## config.mk

```make
export PLATFORM = sky130hd
export DESIGN_NAME = fine_scroll_addr_gen
export DESIGN_NICKNAME = d
export VERILOG_FILES = /design/src/rtl/fsag_pkg.sv /design/src/rtl/fsag_regs.sv /design/src/rtl/fsag_addr_ctr.sv /design/src/rtl/fsag_line_seq.sv /design/src/rtl/fine_scroll_addr_gen.sv
export SDC_FILE = /design/constraint.sdc
export NUM_CORES = 1
export LEC_CHECK = 0
export CELL_PAD_IN_SITES_DETAIL_PLACEMENT = 1
export CELL_PAD_IN_SITES_GLOBAL_PLACEMENT = 2
export CORE_MARGIN = 2
export CORE_UTILIZATION = 35
export CTS_CLUSTER_DIAMETER = 80
export DETAILED_ROUTE_END_ITERATION = 8
export GPL_TIMING_DRIVEN = 0
export PLACE_DENSITY = 0.84
export SLEW_MARGIN = 5
export SYNTH_ARGS = -nofsm -noshare
export SYNTH_HDL_FRONTEND = slang
export SYNTH_HIERARCHICAL = 1
export SYNTH_SLANG_ARGS = --single-unit
export TNS_END_PERCENT = 100
```

## constraint.sdc

```tcl
create_clock -name clk -period 4.47 [get_ports clk]
set_input_delay 0.447 -clock clk [delete_from_list [all_inputs] [get_ports clk]]
set_output_delay 0.447 -clock clk [all_outputs]
set_load 0.01 [all_outputs]
```

## src/rtl/fsag_pkg.sv

```systemverilog
// Shared definitions for the fine-scrolling address generator.
// Assumes a byte-wide register port and 24-bit byte addresses.
package fsag_pkg;
    localparam int ADDR_W = 24;
    typedef logic [ADDR_W-1:0] addr_t;

    // Register selects on the byte-wide CPU port.
    typedef enum logic [3:0] {
        SEL_BASE_HI   = 4'd0,
        SEL_BASE_MID  = 4'd1,
        SEL_BASE_LO   = 4'd2,
        SEL_CNT_HI    = 4'd3,
        SEL_CNT_MID   = 4'd4,
        SEL_CNT_LO    = 4'd5,
        SEL_LINE_SKIP = 4'd6,
        SEL_SCROLL_FX = 4'd7,
        SEL_SCROLL_NX = 4'd8
    } reg_sel_e;

    // Display resolution modes.
    typedef enum logic [1:0] {
        RES_4P  = 2'd0,
        RES_2P  = 2'd1,
        RES_1P  = 2'd2,
        RES_1PB = 2'd3
    } res_e;
endpackage

```

## src/rtl/fsag_regs.sv

```systemverilog
// CPU register file: double-buffered frame base, line skip, pixel scroll
// with its extra-fetch flag, counter byte write enables and the read mux.
// Assumes reads have no side effects and writes land on the clock edge.
module fsag_regs
    import fsag_pkg::*;
#(
    parameter int OFS_W   = 8,
    parameter int SHIFT_W = 4
) (
    input  logic               clk,
    input  logic               rst_n,
    input  logic               cpu_we,
    input  logic [3:0]         cpu_sel,
    input  logic [7:0]         cpu_wdata,
    input  addr_t              cnt,
    output addr_t              base,
    output logic [OFS_W-1:0]   line_ofs,
    output logic [SHIFT_W-1:0] scroll,
    output logic               scroll_extra,
    output logic [2:0]         cnt_wr_en,
    output logic [7:0]         cpu_rdata
);

    // Holds software-written registers; base low bit is forced even.
    always_ff @(posedge clk) begin
        if (!rst_n) begin
            base         <= '0;
            line_ofs     <= '0;
            scroll       <= '0;
            scroll_extra <= 1'b0;
        end else if (cpu_we) begin
            case (cpu_sel)
                SEL_BASE_HI:   base[23:16]  <= cpu_wdata;
                SEL_BASE_MID:  base[15:8]   <= cpu_wdata;
                SEL_BASE_LO:   base[7:0]    <= {cpu_wdata[7:1], 1'b0};
                SEL_LINE_SKIP: line_ofs     <= cpu_wdata[OFS_W-1:0];
                SEL_SCROLL_FX: begin
                    scroll       <= cpu_wdata[SHIFT_W-1:0];
                    scroll_extra <= 1'b1;
                end
                SEL_SCROLL_NX: begin
                    scroll       <= cpu_wdata[SHIFT_W-1:0];
                    scroll_extra <= 1'b0;
                end
                default: ;
            endcase
        end
    end

    // Decodes byte writes aimed at the live counter (bit 2 = high byte).
    always_comb begin
        cnt_wr_en[2] = cpu_we && (cpu_sel == SEL_CNT_HI);
        cnt_wr_en[1] = cpu_we && (cpu_sel == SEL_CNT_MID);
        cnt_wr_en[0] = cpu_we && (cpu_sel == SEL_CNT_LO);
    end

    // Selects the byte returned to the CPU.
    always_comb begin
        case (cpu_sel)
            SEL_BASE_HI:   cpu_rdata = base[23:16];
            SEL_BASE_MID:  cpu_rdata = base[15:8];
            SEL_BASE_LO:   cpu_rdata = base[7:0];
            SEL_CNT_HI:    cpu_rdata = cnt[23:16];
            SEL_CNT_MID:   cpu_rdata = cnt[15:8];
            SEL_CNT_LO:    cpu_rdata = cnt[7:0];
            SEL_LINE_SKIP: cpu_rdata = 8'(line_ofs);
            SEL_SCROLL_FX: cpu_rdata = 8'(scroll);
            SEL_SCROLL_NX: cpu_rdata = 8'(scroll);
            default:       cpu_rdata = 8'h00;
        endcase
    end

    AST_BASE_EVEN: assert property (@(posedge clk) disable iff (!rst_n)
        base[0] == 1'b0);
    AST_ALIAS_NO_EXTRA: assert property (@(posedge clk) disable iff (!rst_n)
        (cpu_we && cpu_sel == SEL_SCROLL_NX) |=> !scroll_extra);
    AST_MAIN_EXTRA: assert property (@(posedge clk) disable iff (!rst_n)
        (cpu_we && cpu_sel == SEL_SCROLL_FX) |=> scroll_extra);

endmodule

```

## src/rtl/fsag_addr_ctr.sv

```systemverilog
// Live display address counter. Priority: frame load, then CPU byte
// write, then fetch advance. Assumes the advance amount is even.
module fsag_addr_ctr
    import fsag_pkg::*;
(
    input  logic       clk,
    input  logic       rst_n,
    input  logic       frame_load,
    input  addr_t      base,
    input  logic [2:0] wr_en,
    input  logic [7:0] wdata,
    input  logic       adv,
    input  addr_t      adv_bytes,
    output addr_t      cnt
);

    addr_t written;

    // Merges a CPU byte write into the current counter value.
    always_comb begin
        written = cnt;
        if (wr_en[2]) written[23:16] = wdata;
        if (wr_en[1]) written[15:8]  = wdata;
        if (wr_en[0]) written[7:0]   = {wdata[7:1], 1'b0};
    end

    // Updates the counter from the highest-priority source.
    always_ff @(posedge clk) begin
        if (!rst_n)          cnt <= '0;
        else if (frame_load) cnt <= base;
        else if (|wr_en)     cnt <= written;
        else if (adv)        cnt <= cnt + adv_bytes;
    end

    AST_CNT_EVEN: assert property (@(posedge clk) disable iff (!rst_n)
        cnt[0] == 1'b0);
    AST_FRAME_LOAD: assert property (@(posedge clk) disable iff (!rst_n)
        frame_load |=> cnt == $past(base));

endmodule

```

## src/rtl/fsag_line_seq.sv

```systemverilog
// Per-line fetch sequencer: sizes the line from the mode and scroll state,
// issues one fetch per usable slot, latches the pixel shift at line start
// and flags the last fetch. Assumes line_start arrives between lines.
module fsag_line_seq
    import fsag_pkg::*;
#(
    parameter int OFS_W    = 8,
    parameter int SHIFT_W  = 4,
    parameter int WORDS_4P = 80,
    parameter int WORDS_2P = 80,
    parameter int WORDS_1P = 40,
    parameter int EXTRA_4P = 4,
    parameter int EXTRA_2P = 2,
    parameter int EXTRA_1P = 1
) (
    input  logic               clk,
    input  logic               rst_n,
    input  logic               frame_start,
    input  logic               line_start,
    input  logic               fetch_slot,
    input  logic [1:0]         res_mode,
    input  logic [SHIFT_W-1:0] scroll,
    input  logic               scroll_extra,
    input  logic [OFS_W-1:0]   line_ofs,
    input  addr_t              cnt,
    output logic               fetch_req,
    output addr_t              fetch_addr,
    output logic [SHIFT_W-1:0] pix_shift,
    output logic               line_done,
    output logic               adv,
    output addr_t              adv_bytes
);

    localparam int SUM_4P = WORDS_4P + EXTRA_4P;
    localparam int SUM_2P = WORDS_2P + EXTRA_2P;
    localparam int SUM_1P = WORDS_1P + EXTRA_1P;
    localparam int MAX_A  = (SUM_4P > SUM_2P) ? SUM_4P : SUM_2P;
    localparam int MAX_W  = (MAX_A > SUM_1P) ? MAX_A : SUM_1P;
    localparam int WL_W   = $clog2(MAX_W + 1);

    logic [WL_W-1:0] words_left;
    logic [WL_W-1:0] plain_words;
    logic [WL_W-1:0] extra_words;
    logic [WL_W-1:0] total_words;
    logic            take;
    logic            last;

    // Picks the per-line word count and extra group for the mode.
    always_comb begin
        case (res_mode)
            RES_4P: begin
                plain_words = WL_W'(WORDS_4P);
                extra_words = WL_W'(EXTRA_4P);
            end
            RES_2P: begin
                plain_words = WL_W'(WORDS_2P);
                extra_words = WL_W'(EXTRA_2P);
            end
            default: begin
                plain_words = WL_W'(WORDS_1P);
                extra_words = WL_W'(EXTRA_1P);
            end
        endcase
        total_words = plain_words
                    + ((scroll_extra && scroll != '0) ? extra_words : '0);
    end

    // Decides whether this slot is used and what the counter step is.
    always_comb begin
        take      = fetch_slot && (words_left != '0) && !line_start && !frame_start;
        last      = take && (words_left == WL_W'(1));
        adv       = take;
        adv_bytes = addr_t'(2)
                  + (last ? {{(ADDR_W-OFS_W-1){1'b0}}, line_ofs, 1'b0} : '0);
    end

    // Tracks words left in the line and latches the line's pixel shift.
    always_ff @(posedge clk) begin
        if (!rst_n) begin
            words_left <= '0;
            pix_shift  <= '0;
        end else if (frame_start) begin
            words_left <= '0;
        end else if (line_start) begin
            words_left <= total_words;
            pix_shift  <= scroll;
        end else if (take) begin
            words_left <= words_left - 1'b1;
        end
    end

    // Registers the fetch strobe, its address and the line-done flag.
    always_ff @(posedge clk) begin
        if (!rst_n) begin
            fetch_req  <= 1'b0;
            fetch_addr <= '0;
            line_done  <= 1'b0;
        end else begin
            fetch_req <= take;
            line_done <= last;
            if (take) fetch_addr <= cnt;
        end
    end

    AST_FETCH_NEEDS_SLOT: assert property (@(posedge clk) disable iff (!rst_n)
        fetch_req |-> $past(fetch_slot));
    AST_DONE_WITH_FETCH: assert property (@(posedge clk) disable iff (!rst_n)
        line_done |-> fetch_req);
    AST_DONE_ONE_CYCLE: assert property (@(posedge clk) disable iff (!rst_n)
        line_done |=> !line_done);
    AST_SHIFT_HELD: assert property (@(posedge clk) disable iff (!rst_n)
        !line_start |=> $stable(pix_shift));
    AST_FRAME_ABORT: assert property (@(posedge clk) disable iff (!rst_n)
        frame_start |=> !fetch_req);

endmodule

```

## src/rtl/fine_scroll_addr_gen.sv

```systemverilog
// Top of the fine-scrolling display address generator: ties the register
// file, the live address counter and the per-line fetch sequencer.
// Assumes timing pulses are one cycle wide and synchronous to clk.
module fine_scroll_addr_gen
    import fsag_pkg::*;
#(
    parameter int OFS_W    = 8,
    parameter int SHIFT_W  = 4,
    parameter int WORDS_4P = 80,
    parameter int WORDS_2P = 80,
    parameter int WORDS_1P = 40,
    parameter int EXTRA_4P = 4,
    parameter int EXTRA_2P = 2,
    parameter int EXTRA_1P = 1
) (
    input  logic         clk,
    input  logic         rst_n,
    input  logic         cpu_we,
    input  logic [3:0]   cpu_sel,
    input  logic [7:0]   cpu_wdata,
    output logic [7:0]   cpu_rdata,
    input  logic         frame_start,
    input  logic         line_start,
    input  logic         fetch_slot,
    input  logic [1:0]   res_mode,
    output logic         fetch_req,
    output logic [23:0]  fetch_addr,
    output logic [3:0]   pix_shift,
    output logic         line_done
);

    addr_t               base;
    addr_t               cnt;
    addr_t               adv_bytes;
    logic [OFS_W-1:0]    line_ofs;
    logic [SHIFT_W-1:0]  scroll;
    logic [SHIFT_W-1:0]  shift_q;
    logic                scroll_extra;
    logic [2:0]          cnt_wr_en;
    logic                adv;

    fsag_regs #(.OFS_W(OFS_W), .SHIFT_W(SHIFT_W)) u_regs (
        .clk          (clk),
        .rst_n        (rst_n),
        .cpu_we       (cpu_we),
        .cpu_sel      (cpu_sel),
        .cpu_wdata    (cpu_wdata),
        .cnt          (cnt),
        .base         (base),
        .line_ofs     (line_ofs),
        .scroll       (scroll),
        .scroll_extra (scroll_extra),
        .cnt_wr_en    (cnt_wr_en),
        .cpu_rdata    (cpu_rdata)
    );

    fsag_addr_ctr u_ctr (
        .clk        (clk),
        .rst_n      (rst_n),
        .frame_load (frame_start),
        .base       (base),
        .wr_en      (cnt_wr_en),
        .wdata      (cpu_wdata),
        .adv        (adv),
        .adv_bytes  (adv_bytes),
        .cnt        (cnt)
    );

    fsag_line_seq #(
        .OFS_W    (OFS_W),
        .SHIFT_W  (SHIFT_W),
        .WORDS_4P (WORDS_4P),
        .WORDS_2P (WORDS_2P),
        .WORDS_1P (WORDS_1P),
        .EXTRA_4P (EXTRA_4P),
        .EXTRA_2P (EXTRA_2P),
        .EXTRA_1P (EXTRA_1P)
    ) u_seq (
        .clk          (clk),
        .rst_n        (rst_n),
        .frame_start  (frame_start),
        .line_start   (line_start),
        .fetch_slot   (fetch_slot),
        .res_mode     (res_mode),
        .scroll       (scroll),
        .scroll_extra (scroll_extra),
        .line_ofs     (line_ofs),
        .cnt          (cnt),
        .fetch_req    (fetch_req),
        .fetch_addr   (fetch_addr),
        .pix_shift    (shift_q),
        .line_done    (line_done),
        .adv          (adv),
        .adv_bytes    (adv_bytes)
    );

    // Presents the latched shift on the 4-bit serializer port.
    always_comb pix_shift = 4'(shift_q);

    AST_ADDR_EVEN: assert property (@(posedge clk) disable iff (!rst_n)
        fetch_req |-> fetch_addr[0] == 1'b0);

endmodule

```

Word-level counts from Yosys, hierarchy flattened
Cells that the tools add are included.
{"block": "word_totals", "inputBits": 20, "mem_count": 0, "mem_bits_rw": 0, "regBits": 97, "rom_bits": 0, "elab_cells": 78, "output_inout_bits": 38, "latch_bits": 0}
{"block": "op_classes", "n_mul": 0, "n_div": 0, "magnitude_cmp": 0, "muxes": 14, "bitwise_logic": 2, "reduce_logical": 31, "addsub": 4, "n_eq_ne": 13, "shift": 0}
{"cell": "two-way mux 24 bit", "count": 3}
{"cell": "case mux 8 bit (8 select lines)", "count": 1}
{"cell": "adder 2 x 24 -> 24 bit, first input constant", "count": 1}
{"cell": "adder 24 bit", "count": 1}
{"cell": "two-way mux 8 bit", "count": 3}
{"cell": "two-way mux 7 bit", "count": 3}
{"cell": "AND reduction 2 bit", "count": 10}
{"cell": "== test 4 x 3 -> 1 bit, second input constant", "count": 4}
{"cell": "two-way mux 9 bit", "count": 1}
{"cell": "inequality test 3 bit, second input constant", "count": 3}
{"cell": "== test 4 x 2 -> 1 bit, second input constant", "count": 2}
{"cell": "logical AND 1 bit", "count": 8}
{"cell": "adder 7 bit", "count": 1}
{"cell": "== test 7 x 1 -> 1 bit, second input constant", "count": 1}
{"cell": "nonzero test 7 bit", "count": 1}
{"cell": "subtractor 7 x 1 -> 7 bit, second input constant", "count": 1}
{"cell": "case mux 3 bit (2 select lines)", "count": 1}
{"cell": "OR reduction 2 bit", "count": 3}
{"cell": "== test 4 x 1 -> 1 bit, second input constant", "count": 1}
{"cell": "== test 4 bit, second input constant", "count": 1}
{"cell": "zero test 4 bit", "count": 1}
{"cell": "nonzero test 2 bit", "count": 2}
{"cell": "nonzero test 4 bit", "count": 1}
{"cell": "two-way mux 3 bit", "count": 1}
{"cell": "other kinds (7)", "count": 9}

Logic depth before layout (Yosys ltp)
Gate-level depths: netlist of the first run.
{"block": "depth", "depth_word": 11, "ltp_mapped": 20, "depth_no_buf": 18}

Hierarchy
Netlist of the first run, hierarchy kept.
{"mod": "fsag_addr_ctr", "cells_per_inst": 335, "seq_area_each_um2": 480.5, "area_each_um2": 2479.9, "instances": 1}
{"mod": "fsag_regs", "cells_per_inst": 249, "seq_area_each_um2": 720.7, "area_each_um2": 2029.4, "instances": 1}
{"mod": "fsag_line_seq", "cells_per_inst": 191, "seq_area_each_um2": 740.7, "area_each_um2": 1850.5, "instances": 1}

Least setup slack after synthesis of the first run
No wires, ideal clock.
{"block": "synth_path", "path_type": "reg-to-reg", "start": "register u_seq.words_left[0]", "end": "register u_ctr.cnt[23]", "n_path_buf": 1, "synth_period_minus_slack_ps": 3742, "slack_ps": 728, "arrival_ps": 3615, "setup_ps": 127, "stages_incl_launch_ff": 20, "required_ps": 4343, "path_cell_list": "dfxtp_1 -> inv_1 -> ha_1 -> clkbuf_1 -> nor3_1 -> nand3_1 -> nor2_1 -> ha_1 -> and3_1 -> xnor2_1 -> nor2_1 -> ha_1 -> o21ai_0 -> o21bai_1 -> a21oi_2 -> o21ai_2 -> a31o_1 -> o41a_1 -> nor4_1 -> a211oi_1"}
{"block": "synth_between", "elab_chain_cells": 11, "elab_cells_between_ends": 14, "classes_between": "add/sub (2); eq/ne (1); mux (4); reduce/logical (7)"}
{"item": "from (decl)", "line": "fsag_line_seq.sv:41", "text": "logic [WL_W-1:0] words_left;"}
{"item": "from (signal assigned)", "line": "fsag_line_seq.sv:85", "text": "words_left <= total_words;"}
{"item": "from (signal assigned)", "line": "fsag_line_seq.sv:88", "text": "words_left <= words_left - 1'b1;"}
{"item": "nonzero test 7 bit", "line": "fsag_line_seq.sv:70", "text": "take = fetch_slot && (words_left != '0) && !line_start && !frame_start;"}
{"item": "logical AND 1 bit (3 in a row)", "line": "fsag_line_seq.sv:70"}
{"item": "logical AND 1 bit (*)", "line": "fsag_line_seq.sv:71", "text": "last = take && (words_left == WL_W'(1));"}
{"item": "two-way mux 9 bit (*)", "line": "fsag_line_seq.sv:74", "text": "+ (last ? {{(ADDR_W-OFS_W-1){1'b0}}, line_ofs, 1'b0} : '0);"}
{"item": "adder 2 x 24 -> 24 bit (*)", "line": "fsag_line_seq.sv:74"}
{"item": "via adv_bytes[7]", "line": "fine_scroll_addr_gen.sv:34", "text": "addr_t adv_bytes;"}
{"item": "adder 24 bit (*)", "line": "fsag_addr_ctr.sv:32", "text": "else if (adv) cnt <= cnt + adv_bytes;"}
{"item": "two-way mux 24 bit (*)", "line": "fsag_addr_ctr.sv:32"}
{"item": "two-way mux 24 bit (*)", "line": "fsag_addr_ctr.sv:31", "text": "else if (|wr_en) cnt <= written;"}
{"item": "two-way mux 24 bit (*)", "line": "fsag_addr_ctr.sv:30", "text": "else if (frame_load) cnt <= base;"}
{"item": "to (signal assigned)", "line": "fsag_addr_ctr.sv:30"}
{"item": "to (signal assigned)", "line": "fsag_addr_ctr.sv:31"}
{"item": "to (signal assigned)", "line": "fsag_addr_ctr.sv:32"}
{"item": "to (decl)", "line": "fsag_addr_ctr.sv:14", "text": "output addr_t cnt"}
The timed path passes the listed nets; every way through them passes the cells marked *. The select of a mux whose other input is x is not followed.
A chain may end at the register's enable or synchronous reset.

Final worst setup path of the first run
{"block": "layout_path", "start": "input port fetch_slot", "end": "register u_ctr.cnt[23]"}
{"block": "layout_between", "elab_chain_cells": 10, "elab_cells_between_ends": 12, "classes_between": "add/sub (2); mux (4); reduce/logical (6)"}
{"item": "from (decl)", "line": "fine_scroll_addr_gen.sv:24", "text": "input logic fetch_slot,"}
{"item": "logical AND 1 bit (3 in a row)", "line": "fsag_line_seq.sv:70"}
{"item": "logical AND 1 bit", "line": "fsag_line_seq.sv:71"}
{"item": "two-way mux 9 bit", "line": "fsag_line_seq.sv:74"}
{"item": "adder 2 x 24 -> 24 bit", "line": "fsag_line_seq.sv:74"}
{"item": "via adv_bytes[7]", "line": "fine_scroll_addr_gen.sv:34"}
{"item": "adder 24 bit", "line": "fsag_addr_ctr.sv:32"}
{"item": "two-way mux 24 bit", "line": "fsag_addr_ctr.sv:32"}
{"item": "two-way mux 24 bit", "line": "fsag_addr_ctr.sv:31"}
{"item": "two-way mux 24 bit", "line": "fsag_addr_ctr.sv:30"}
The timed path passes the listed nets, and every way through them passes these cells. The select of a mux whose other input is x is not followed.

==> impl_metrics.csv, run 1 <==
group,metric,value,unit
run_status,status,"completed",
placement,port_buffers,53,
synth,synthCells,775,
global_route,first_global_vias,6418,
worst_setup_path,crit_path_end_kind,"flip-flop",
routing,drt_iter0_markers,451,
finish,utilization,42.08,%
clock_tree,post_cts_buffers,0,
synth,yosys.area.top_type,"dfxtp_1",
placement,place_congestion,0.9849,
timing,hold_viol_final,0,
synth,yosysSeqAreaShare,30.53,%
clock_tree,clk_pin_slew,0.07,ns
synth,synth_cell_types,81,
routing,wl_per_cell,22.60,um
finish,antenna_cells,0,
global_route,grt_overflow,0,
finish,ff_latch_area,1942,um^2
synth,synth_area,6360,um^2
die,io_pins,58,
finish,finalNetCount,899,
placement,dp.final_hpwl,19050,um
placement,dp.cells,1071,
timing,setup_viol,0,
timing,post-route-min-period,4.181,ns
timing,worst_slew_pin_slew,1.085,ns
clock_tree,cts_tree,"done",
die,placement_rows,49,
finish,multi_input_area,4095,um^2
power,total_power,0.002083,W
worst_setup_path,cp-start-kind,"primary input",
global_route,grt_max_degree,20,
global_route,grt_usage,25.14,%
synth,synth_area_leaders,"dfxtp_1, mux2i_1, nand2_1",
timing,drv_slew,0,
die,start_util,35.53,%
worst_setup_path,cp_max_fo,7,
die,coreArea,17900,um^2
power,p_per_area,276.4,nW/um^2
clock_tree,htreeDepth,3,
global_route,antenna_found_initial,0,
worst_setup_path,required,4.71,ns
clock_tree,cts_sinks,97,
power,peakVddDrop,0.1843,mV
timing,rsz0062_at_grt,"no",
clock_tree,clkLatencyLatePin,0.36,ns
run,drv_cap,0,
placement,dp_worst_setup_slack,-0.7952,ns
die,die_area,19270,um^2
synth,synth_ff_type,"dfxtp_1",
clock_tree,cts_buffers,9,
finish,nFillCells,2171,
synth,postSynth.asyncResetShare,0,%
finish,drive_gt1_share,10.16,%
synth,synth_edf_count,0,
die,die_w,138.8,um
timing,finalCritPeriodShare,93.52,%
routing,drt_first_pass_iters,5,
timing,fmax,0.2392,GHz
synth,synth_top_cell_area_share,30.53,%
clock_tree,cts_buffer_depth,2,
global_route,grt_pass1_wl,37550,um
synth,yosys_warnings,6,
synth,post_synth.cell_area_avg,8.206,um^2
worst_setup_path,crit_arrival,4.42,ns
timing,worst_hold_slack,0.4527,ns
finish,area_growth,18.45,%
clock_tree,cts_root_buffer,"clkbuf_16",
timing,fin_skew,0.007643,ns
finish,stdcell_count,1085,
routing,vias,6301,
timing,setup_ws,0.2895,ns
timing,slew_headroom,27.22,%
routing,wl,24520,um
synth,synth-seq-cells,97,
worst_setup_path,worstSetupPathType,"primary input to flip-flop",
routing,vias_per_cell,5.807,
worst_hold_path,hold_path_class,"primary input to flip-flop",
routing,remaining_drc_errors,0,
power,leakage,2.735,nW
die,die_h,138.8,um
routing,final_antenna_net_count,0,
Yosys cell counts (all sizes together) (4+ instances only):
master,instances
a211oi,10
o21ai,41
buf,30
mux2i,38
nand3b,5
nand3,42
a21boi,36
clkbuf,28
ha,26
nand2,97
xor2,7
inv,18
nand2b,4
a21oi,40
a211o,7
mux2,7
nor2,46
xnor2,17
o221ai,8
nand4,6
o22ai,6
o211ai,13
and3,10
dfxtp,97
a31oi,12
and2,6
a21o,11
nor2b,34
nor3,14
final cells by class:
cell class / count / share of cell area [%]
timing repair buffer: 53 / 6.976
sequential: 97 / 25.78
clock buffer: 11 / 3.222
tap: 229 / 3.803
multi-input combinational: 614 / 54.36
buffer: 57 / 4.484
clock inverter: 4 / 0.3820
inverter: 20 / 0.9965
through the flow:
stage / setup TNS, ns / instance area, um^2
final: 0 / 7533
after detailed placement: -7.779 / 7229
after CTS: 0 / 7521
after floorplan: 0 / 6412
after global placement: -4.556 / 7229
after global routing: 0 / 7533
kinds of logic (layout without fill, tap and decap cells):
family                   after synthesis  in the layout  share of synthesized area [%]
adder cells (fa/ha/maj)               27             27                          5.430
XOR/XNOR                              24             24                          3.305
other                                  2             16                         0.1181
flip-flops                            97             97                          30.53
multiplexers                          48             48                          8.282
buffers and inverters                 78            145                          6.551
AND/OR/NAND/NOR                      280            280                          21.64
AO/OA/AOI/OAI                        219            219                          24.14
flip-flops by register name (all words and copies together) (netlist names):
register and cells:
u_seq/pix_shift 4, u_seq/line_done 1, u_seq/words_left 7, u_regs/scroll 4, u_seq/fetch_req 1, u_regs/line_ofs 8
u_regs/base 23, u_ctr/cnt 24, u_seq/fetch_addr 24, u_regs/scroll_extra 1
path summary, 6_finish.rpt:
check	startpoint	end	slack, ns	cells after the start
max	fetch_slot	u_ctr/cnt[23]	0.29	18
min	cpu_we	u_regs/scroll_extra	0.45	4
max reg2reg	u_seq/words_left[2]	u_ctr/cnt[23]	0.31	17
min reg2reg	u_regs/base[6]	u_regs/base[6]	0.49	2
metal layers:
| layer | wire (um) | global-route usage (%) | up-vias | share of wire, % |
|---|---|---|---|---|
| li1 | - | - | 2931 | - |
| met1 | 11040 | 33.70 | 3139 | 45 |
| met2 | 11490 | 41.15 | 192 | 47 |
| met3 | 1329 | 4.178 | 39 | 5.4 |
| met4 | 656 | 8.666 | 0 | 2.7 |
| met5 | 0 | 0 | - | 0 |
power breakdown:
| part | internal [W] | switching [W] | total (W) |
|---|---|---|---|
| Clock | 0.000391 | 0.000360 | 0.000752 |
| Combinational | 0.000161 | 0.000242 | 0.000403 |
| Sequential | 0.000888 | 0.0000391 | 0.000927 |
cell usage in the layout (no fill, tap or decap), types with 8 or more instances in the layout:
master,instances
conb_1,16
clkbuf_1,26
nand2_1,97
xnor2_1,17
a31oi_1,11
a21o_1,10
o21ai_0,39
mux2i_1,38
clkdlybuf4s50_1,52
clkbuf_16,9
nor2b_1,33
buf_4,22
nor3_1,12
o221ai_1,8
nor2_1,45
dfxtp_1,97
o211ai_1,13
nand3_1,41
and3_1,9
a21oi_1,39
ha_1,25
inv_1,18
a21boi_0,36
worst max-delay path, cell delays in order:
cell             delay, ns
clkdlybuf4s50_1       0.52
nand2b_2              0.11
nor3_4                0.30
nand3_2               0.19
nor2_1                0.14
ha_1                  0.22
and3_1                0.22
xnor2_1               0.09
nor2_1                0.19
ha_1                  0.34
nand4_1               0.21
nor2_1                0.10
a21oi_2               0.24
o21ai_2               0.11
a31o_1                0.26
o41a_1                0.38
nor4_1                0.27
a211oi_1              0.08
repair_timing:
item | in CTS | in global routing
hold buffers | 0 | 0
pin swaps | 0 | 1
resized for setup | 5 | 8
gates cloned | 0 | 0
endpoints found under the setup margin | 11 | 6
No activity file was read; power rests on OpenSTA's default activity.
==> run 2: changes to the inputs <==
--- a/config.mk
+++ b/config.mk
@@ -7,12 +7,12 @@
 export LEC_CHECK = 0
 export CELL_PAD_IN_SITES_DETAIL_PLACEMENT = 1
 export CELL_PAD_IN_SITES_GLOBAL_PLACEMENT = 2
-export CORE_MARGIN = 2
-export CORE_UTILIZATION = 35
+export CORE_UTILIZATION = 39
 export CTS_CLUSTER_DIAMETER = 80
 export DETAILED_ROUTE_END_ITERATION = 8
+export DONT_BUFFER_PORTS = 1
 export GPL_TIMING_DRIVEN = 0
-export PLACE_DENSITY = 0.84
+export PLACE_DENSITY = 0.85
 export SLEW_MARGIN = 5
 export SYNTH_ARGS = -nofsm -noshare
 export SYNTH_HDL_FRONTEND = slang
==> run 2 against run 1 <==
Compared with the run above:
- clock skew is 0.0015 ns higher
- sequential share of layout area up 1.9 points
- first-iteration DRC count is 38% higher
- final area is 7.0% lower
- non-clock buffer count is 53 lower
- critical path type is now flip-flop to flip-flop
- global-route usage up 4.4 points
- largest cell class unchanged
- register-to-register slack worse by 0.03 ns
- count of clock-buffer cells in the layout shrank 2
- setup slack got worse by 0.0069 ns
==> impl_metrics.csv, run 2 (synthesis gave the netlist of run 1 again) <==
group,metric,value,unit
run_status,status,"completed",
power,p_clk_share,37.4,%
power,netSwitchingFraction,31.27,%
power,total_power,0.002064,W
worst_setup_path,crit_path_end_kind,"flip-flop",
routing,drt_first_pass_iters,5,
routing,wl_per_cell,23.67,um
finish,final_cell_mix,"nand2_1, dfxtp_1, nor2_1",
die,coreArea,15890,um^2
run,drv_cap,0,
timing,fmax,0.2388,GHz
clock_tree,cts_hold_buf,0,
clock_tree,cts_tree,"done",
worst_setup_path,crit_slowest_cell,"or3_1",
clock_tree,cts_buffers,9,
worst_setup_path,crit_family,"simple AND/OR/NAND/NOR gates",
routing,wl,24140,um
power,p_per_area,294.6,nW/um^2
placement,dp.final_hpwl,18370,um
placement,place_congestion,0.9407,
worst_setup_path,required,4.72,ns
power,pwr-share-comb,17.6,%
timing,rsz0062_at_grt,"no",
timing,slew_headroom,23.70,%
worst_hold_path,hold_path_class,"primary input to flip-flop",
worst_setup_path,critPathMaxStageDelay,0.46,ns
finish,antenna_cells,0,
routing,remaining_drc_errors,0,
timing,setup_ws,0.2826,ns
worst_setup_path,crit_chain,"or3_1 -> nor2_2 -> nand3_2 -> nor2_1 -> ha_1 -> and3_1 -> nand3_1 -> nor2_1 -> ha_1 -> nand3_1 -> nor3_1 -> o2111ai_1 -> a21oi_1 -> a211oi_2 -> o21ai_1 -> mux2i_1 -> nand2_1",
die,die_h,129.7,um
power,peakVddDrop,0.1665,mV
routing,vias,6138,
die,die_area,16820,um^2
clock_tree,clk_pin_slew,0.08,ns
global_route,grt_max_degree,20,
clock_tree,cts_sinks,97,
timing,finalCritPeriodShare,93.68,%
global_route,grt_overflow,0,
timing,post-route-min-period,4.187,ns
clock_tree,htreeDepth,3,
global_route,grt_usage,29.58,%
placement,port_buffers,0,
finish,area_growth,10.15,%
routing,final_antenna_net_count,0,
timing,worst_slew_pin_slew,1.138,ns
finish,finalNetCount,846,
worst_setup_path,cp-start-kind,"flip-flop",
clock_tree,clkLatencyLatePin,0.35,ns
die,io_pins,58,
timing,tns,0,ns
routing,drt_iter0_markers,621,
power,leakage,2.559,nW
timing,hold_viol_final,0,
power,p_switching,0.0006455,W
finish,top_regs,"u_ctr/cnt (24), u_seq/fetch_addr (24), u_regs/base (23)",
worst_setup_path,crit_arrival,4.44,ns
placement,dp_worst_setup_slack,-0.5444,ns
worst_setup_path,cp_max_fo,8,
global_route,grt_pass1_wl,36870,um
clock_tree,cts_root_buffer,"clkbuf_16",
timing,fin_skew,0.009120,ns
die,die_w,129.7,um
power,seqPwrFrac,45.0,%
routing,vias_per_cell,6.018,
timing,drv_slew,0,
clock_tree,cts_buffer_depth,2,
finish,drive_gt1_share,10.95,%
die,start_util,40.04,%
global_route,antenna_found_initial,0,
worst_setup_path,path_buf_inv,0,
power,p_int,0.001419,W
timing,setup_viol,0,
worst_setup_path,worstSetupPathType,"flip-flop to flip-flop",
global_route,first_global_vias,6206,
die,placement_rows,46,
## run 2: timing repair
action,in CTS,in global routing
pin swaps,0,2
resized for setup,5,4
setup endpoints to repair,8,9
buffers inserted,0,1
hold endpoints to repair,0,0
## run 2: power by group through the flow
stage / Combinational (W) / Sequential, W / Clock (W)
finish: 0.000363 / 0.000928 / 0.000772
global route: 0.000397 / 0.000931 / 0.000818
CTS: 0.000351 / 0.000928 / 0.000784
detailed placement: 0.000347 / 0.000949 / 0
global placement: 0.000336 / 0.000947 / 0
floorplan: 0.000266 / 0.000927 / 0
## run 2: layout make-up
class                           instances  area [um^2]
Buffer                                 56        334.1
Clock buffer                            9        225.2
Sequential cell                        97         1942
Timing Repair Buffer                    1        7.507
Clock inverter                          7        60.06
Tap cell                              216        270.3
Fill cell                            1904         8880
Inverter                               20        75.07
Multi-Input combinational cell        614         4091
## run 2: worst reg2reg max path, cell delays in order, from the launching register on
cell and delay (ns):
dfxtp_1 0.38, or3_1 0.46, nor2_2 0.28, nand3_2 0.19, nor2_1 0.14, ha_1 0.21
and3_1 0.21, nand3_1 0.10, nor2_1 0.24, ha_1 0.38, nand3_1 0.15, nor3_1 0.07
o2111ai_1 0.31, a21oi_1 0.14, a211oi_2 0.41, o21ai_1 0.17, mux2i_1 0.18, nand2_1 0.07
## run 2: metal layers
layer	share of wire [%]	global-route usage [%]	vias to the layer above
met5	0	0	-
met4	3.3	11.76	0
met3	5.9	3.977	51
met2	47	47.85	216
met1	44	39.83	3039
li1	-	-	2832
## run 2: metrics by stage
step	utilization (%)	std cells	instance area [um^2]	hold slack (ns)
after global routing	44.10	1020	7005	0.2319
after CTS	44.00	1021	6989	0.2294
after global placement	42.07	1005	6683	0.4641
final	44.10	1020	7005	0.2425
after detailed placement	42.07	1005	6683	0.4784
after floorplan	-	789	6412	0.4497
## run 2: final timing paths
kind / startpoint / to / slack [ns] / depth (start not counted)
worst max-delay path: u_seq/words_left[2] / u_ctr/cnt[22] / 0.28 / 17
worst min-delay path: cpu_wdata[3] / u_regs/line_ofs[3] / 0.24 / 2
worst max register to register: u_seq/words_left[2] / u_ctr/cnt[22] / 0.28 / 17
worst min register to register: u_regs/base[13] / u_regs/base[13] / 0.49 / 2
==> run 3: changes to the inputs <==
--- a/config.mk
+++ b/config.mk
@@ -7,6 +7,7 @@
 export LEC_CHECK = 0
 export CELL_PAD_IN_SITES_DETAIL_PLACEMENT = 1
 export CELL_PAD_IN_SITES_GLOBAL_PLACEMENT = 2
+export CORE_MARGIN = 2
 export CORE_UTILIZATION = 39
 export CTS_CLUSTER_DIAMETER = 80
 export DETAILED_ROUTE_END_ITERATION = 8
==> run 3 against run 2 <==
Compared with the run above:
- via count fell by 0.46%
- sequential power about the same
- setup slack lost 0.023 ns
- first-iteration DRC count down 1.1%
- wire length is 0.43% higher
- clock skew is 0.0026 ns higher
- hold slack worse by 0.016 ns
- largest cell class unchanged
- global-route usage fell by 1.9 points
- largest power group unchanged
- combinational power barely moved
==> impl_metrics.csv, run 3 (synthesis gave the netlist of run 1 again) <==
group,metric,value,unit
run_status,status,"completed",
finish,finalNetCount,849,
finish,stdcell_count,1023,
routing,topRoutingLayerUsed,"met4",
global_route,grt_overflow,0,
timing,setup_viol,0,
die,io_pins,58,
die,die_area,17340,um^2
worst_setup_path,critPathMaxStageDelay,0.41,ns
routing,vias,6110,
worst_setup_path,crit_arrival,4.46,ns
finish,nFillCells,1976,
run,drv_cap,0,
clock_tree,cts_tree,"done",
routing,met3_wirelength,1508,um
timing,worst_slew_pin_slew,1.181,ns
worst_setup_path,reg2reg_slack,0.26,ns
timing,post-route-min-period,4.210,ns
clock_tree,cts_buffers,9,
routing,vias_per_cell,5.973,
placement,dp.final_hpwl,18370,um
timing,tns,0,ns
die,die_w,131.7,um
routing,wl,24240,um
die,placement_rows,46,
finish,antenna_cells,0,
timing,rsz0062_at_grt,"no",
die,die_h,131.7,um
timing,fmax,0.2375,GHz
placement,placed_area,6683,um^2
worst_hold_path,holdCritStartpoint,"cpu_wdata[0]",
clock_tree,clkLatencyLatePin,0.37,ns
worst_setup_path,worstRegToRegCells,18,
timing,fin_skew,0.01174,ns
placement,place_congestion,0.9563,
die,start_util,40.04,%
worst_setup_path,cp_max_fo,8,
clock_tree,htreeDepth,3,
power,total_power,0.002100,W
timing,drv_slew,0,
worst_setup_path,crit_path_end_kind,"flip-flop",
worst_setup_path,r2r_start,"u_seq/words_left[0]",
routing,final_antenna_net_count,0,
worst_setup_path,required,4.72,ns
global_route,antenna_found_initial,0,
finish,stdcell_area,7049,um^2
worst_hold_path,hold_path_class,"primary input to flip-flop",
routing,drt_first_pass_iters,6,
power,leakage,2.582,nW
placement,dp.cells,1005,
routing,dr_wl_met2,11210,um
routing,remaining_drc_errors,0,
worst_setup_path,crit_chain,"inv_1 -> ha_2 -> nor3_4 -> nand4_1 -> inv_1 -> ha_1 -> and3_1 -> nand3_1 -> nor2_1 -> ha_2 -> nand3_1 -> nor3_1 -> o2111ai_1 -> a21oi_1 -> a211oi_2 -> o21ai_0 -> mux2i_1 -> nand2_1",
finish,top_regs,"u_ctr/cnt (24), u_seq/fetch_addr (24), u_regs/base (23)",
timing,finalCritPeriodShare,94.19,%
routing,wl_per_cell,23.70,um
worst_setup_path,crit_slowest_cell,"dfxtp_1",
worst_setup_path,worstSetupPathType,"flip-flop to flip-flop",
clock_tree,cts_sinks,97,
power,peakVddDrop,0.1775,mV
worst_hold_path,hold_end,"u_regs/line_ofs[0]",
routing,drt_iter0_markers,614,
worst_hold_path,holdPathStages,2,
finish,area_growth,10.84,%
clock_tree,clk_pin_slew,0.08,ns
power,p_per_area,297.9,nW/um^2
clock_tree,cts_root_buffer,"clkbuf_16",
worst_setup_path,cp-start-kind,"flip-flop",
global_route,first_global_vias,6101,
routing,met1Wirelength,10940,um
global_route,grt_max_degree,20,
timing,slew_headroom,20.77,%
worst_setup_path,reg2reg_to,"u_ctr/cnt[22]",
global_route,grt_usage,27.65,%
clock_tree,cts_hold_buf,0,
timing,hold_viol_final,0,
clock_tree,cts_buffer_depth,2,
die,coreArea,15890,um^2
global_route,grt_pass1_wl,36740,um
finish,final_cell_mix,"nand2_1, dfxtp_1, nor2_1",
finish,drive_gt1_share,11.28,%
placement,port_buffers,0,
[run 3: final cells by class]
cell class / instances / area (um^2) / area share [%]
Buffer: 56 / 334.1 / 4.739
Clock buffer: 9 / 225.2 / 3.195
Clock inverter: 7 / 72.57 / 1.029
Inverter: 20 / 75.07 / 1.065
Multi-Input combinational cell: 614 / 4100 / 58.16
Sequential cell: 97 / 1942 / 27.55
Tap cell: 216 / 270.3 / 3.834
Timing Repair Buffer: 4 / 30.03 / 0.4260
[run 3: report_power, final]
group / leakage (nW) / internal [W] / total (W) / switching (W)
Sequential: 0.787 / 0.000888 / 0.000929 / 0.0000407
Combinational: 1.65 / 0.000143 / 0.000364 / 0.000221
Clock: 0.149 / 0.000397 / 0.000807 / 0.000409
[run 3: layer usage]
metal  up-vias  track usage (%)
met3        35            4.012
met4         0            8.816
met2       191            44.74
met1      3039            38.01
li1       2845                -
met5         -                0
[run 3: timing repair]
item | in CTS | in global routing
endpoints found under the setup margin | 8 | 5
setup buffers | 3 | 1
pin swaps | 3 | 2
resized for setup | 6 | 4
[run 3: metrics by stage]
stage / worst slack (ns) / hold WS, ns / utilization, %
after CTS: 0.03124 / 0.2178 / 44.24
after global placement: -0.3278 / 0.4627 / 42.07
after floorplan: 0.7279 / 0.4497 / -
final: 0.2599 / 0.2268 / 44.38
after detailed placement: -0.4690 / 0.4786 / 42.07
after global routing: 0.01649 / 0.2250 / 44.38
[run 3: how the worst max path moves through the flow]
stage,from,end,depth (start not counted)
global placement,u_seq/words_left[0],u_ctr/cnt[22],20
CTS,u_seq/words_left[0],u_ctr/cnt[23],19
detailed placement,u_seq/words_left[0],u_ctr/cnt[22],20
finish,u_seq/words_left[0],u_ctr/cnt[22],18
global route,u_seq/words_left[0],u_ctr/cnt[23],18
floorplan,u_seq/words_left[0],u_ctr/cnt[23],19
[run 3: critical path, delay by kind of cell, from the launching register on]
kind,cells,cell delay (ns)
mux,1,0.20
compound gates,4,1.04
fa+ha+maj,3,0.87
flops,1,0.41
simple gates,8,1.40
buf+inv,2,0.17
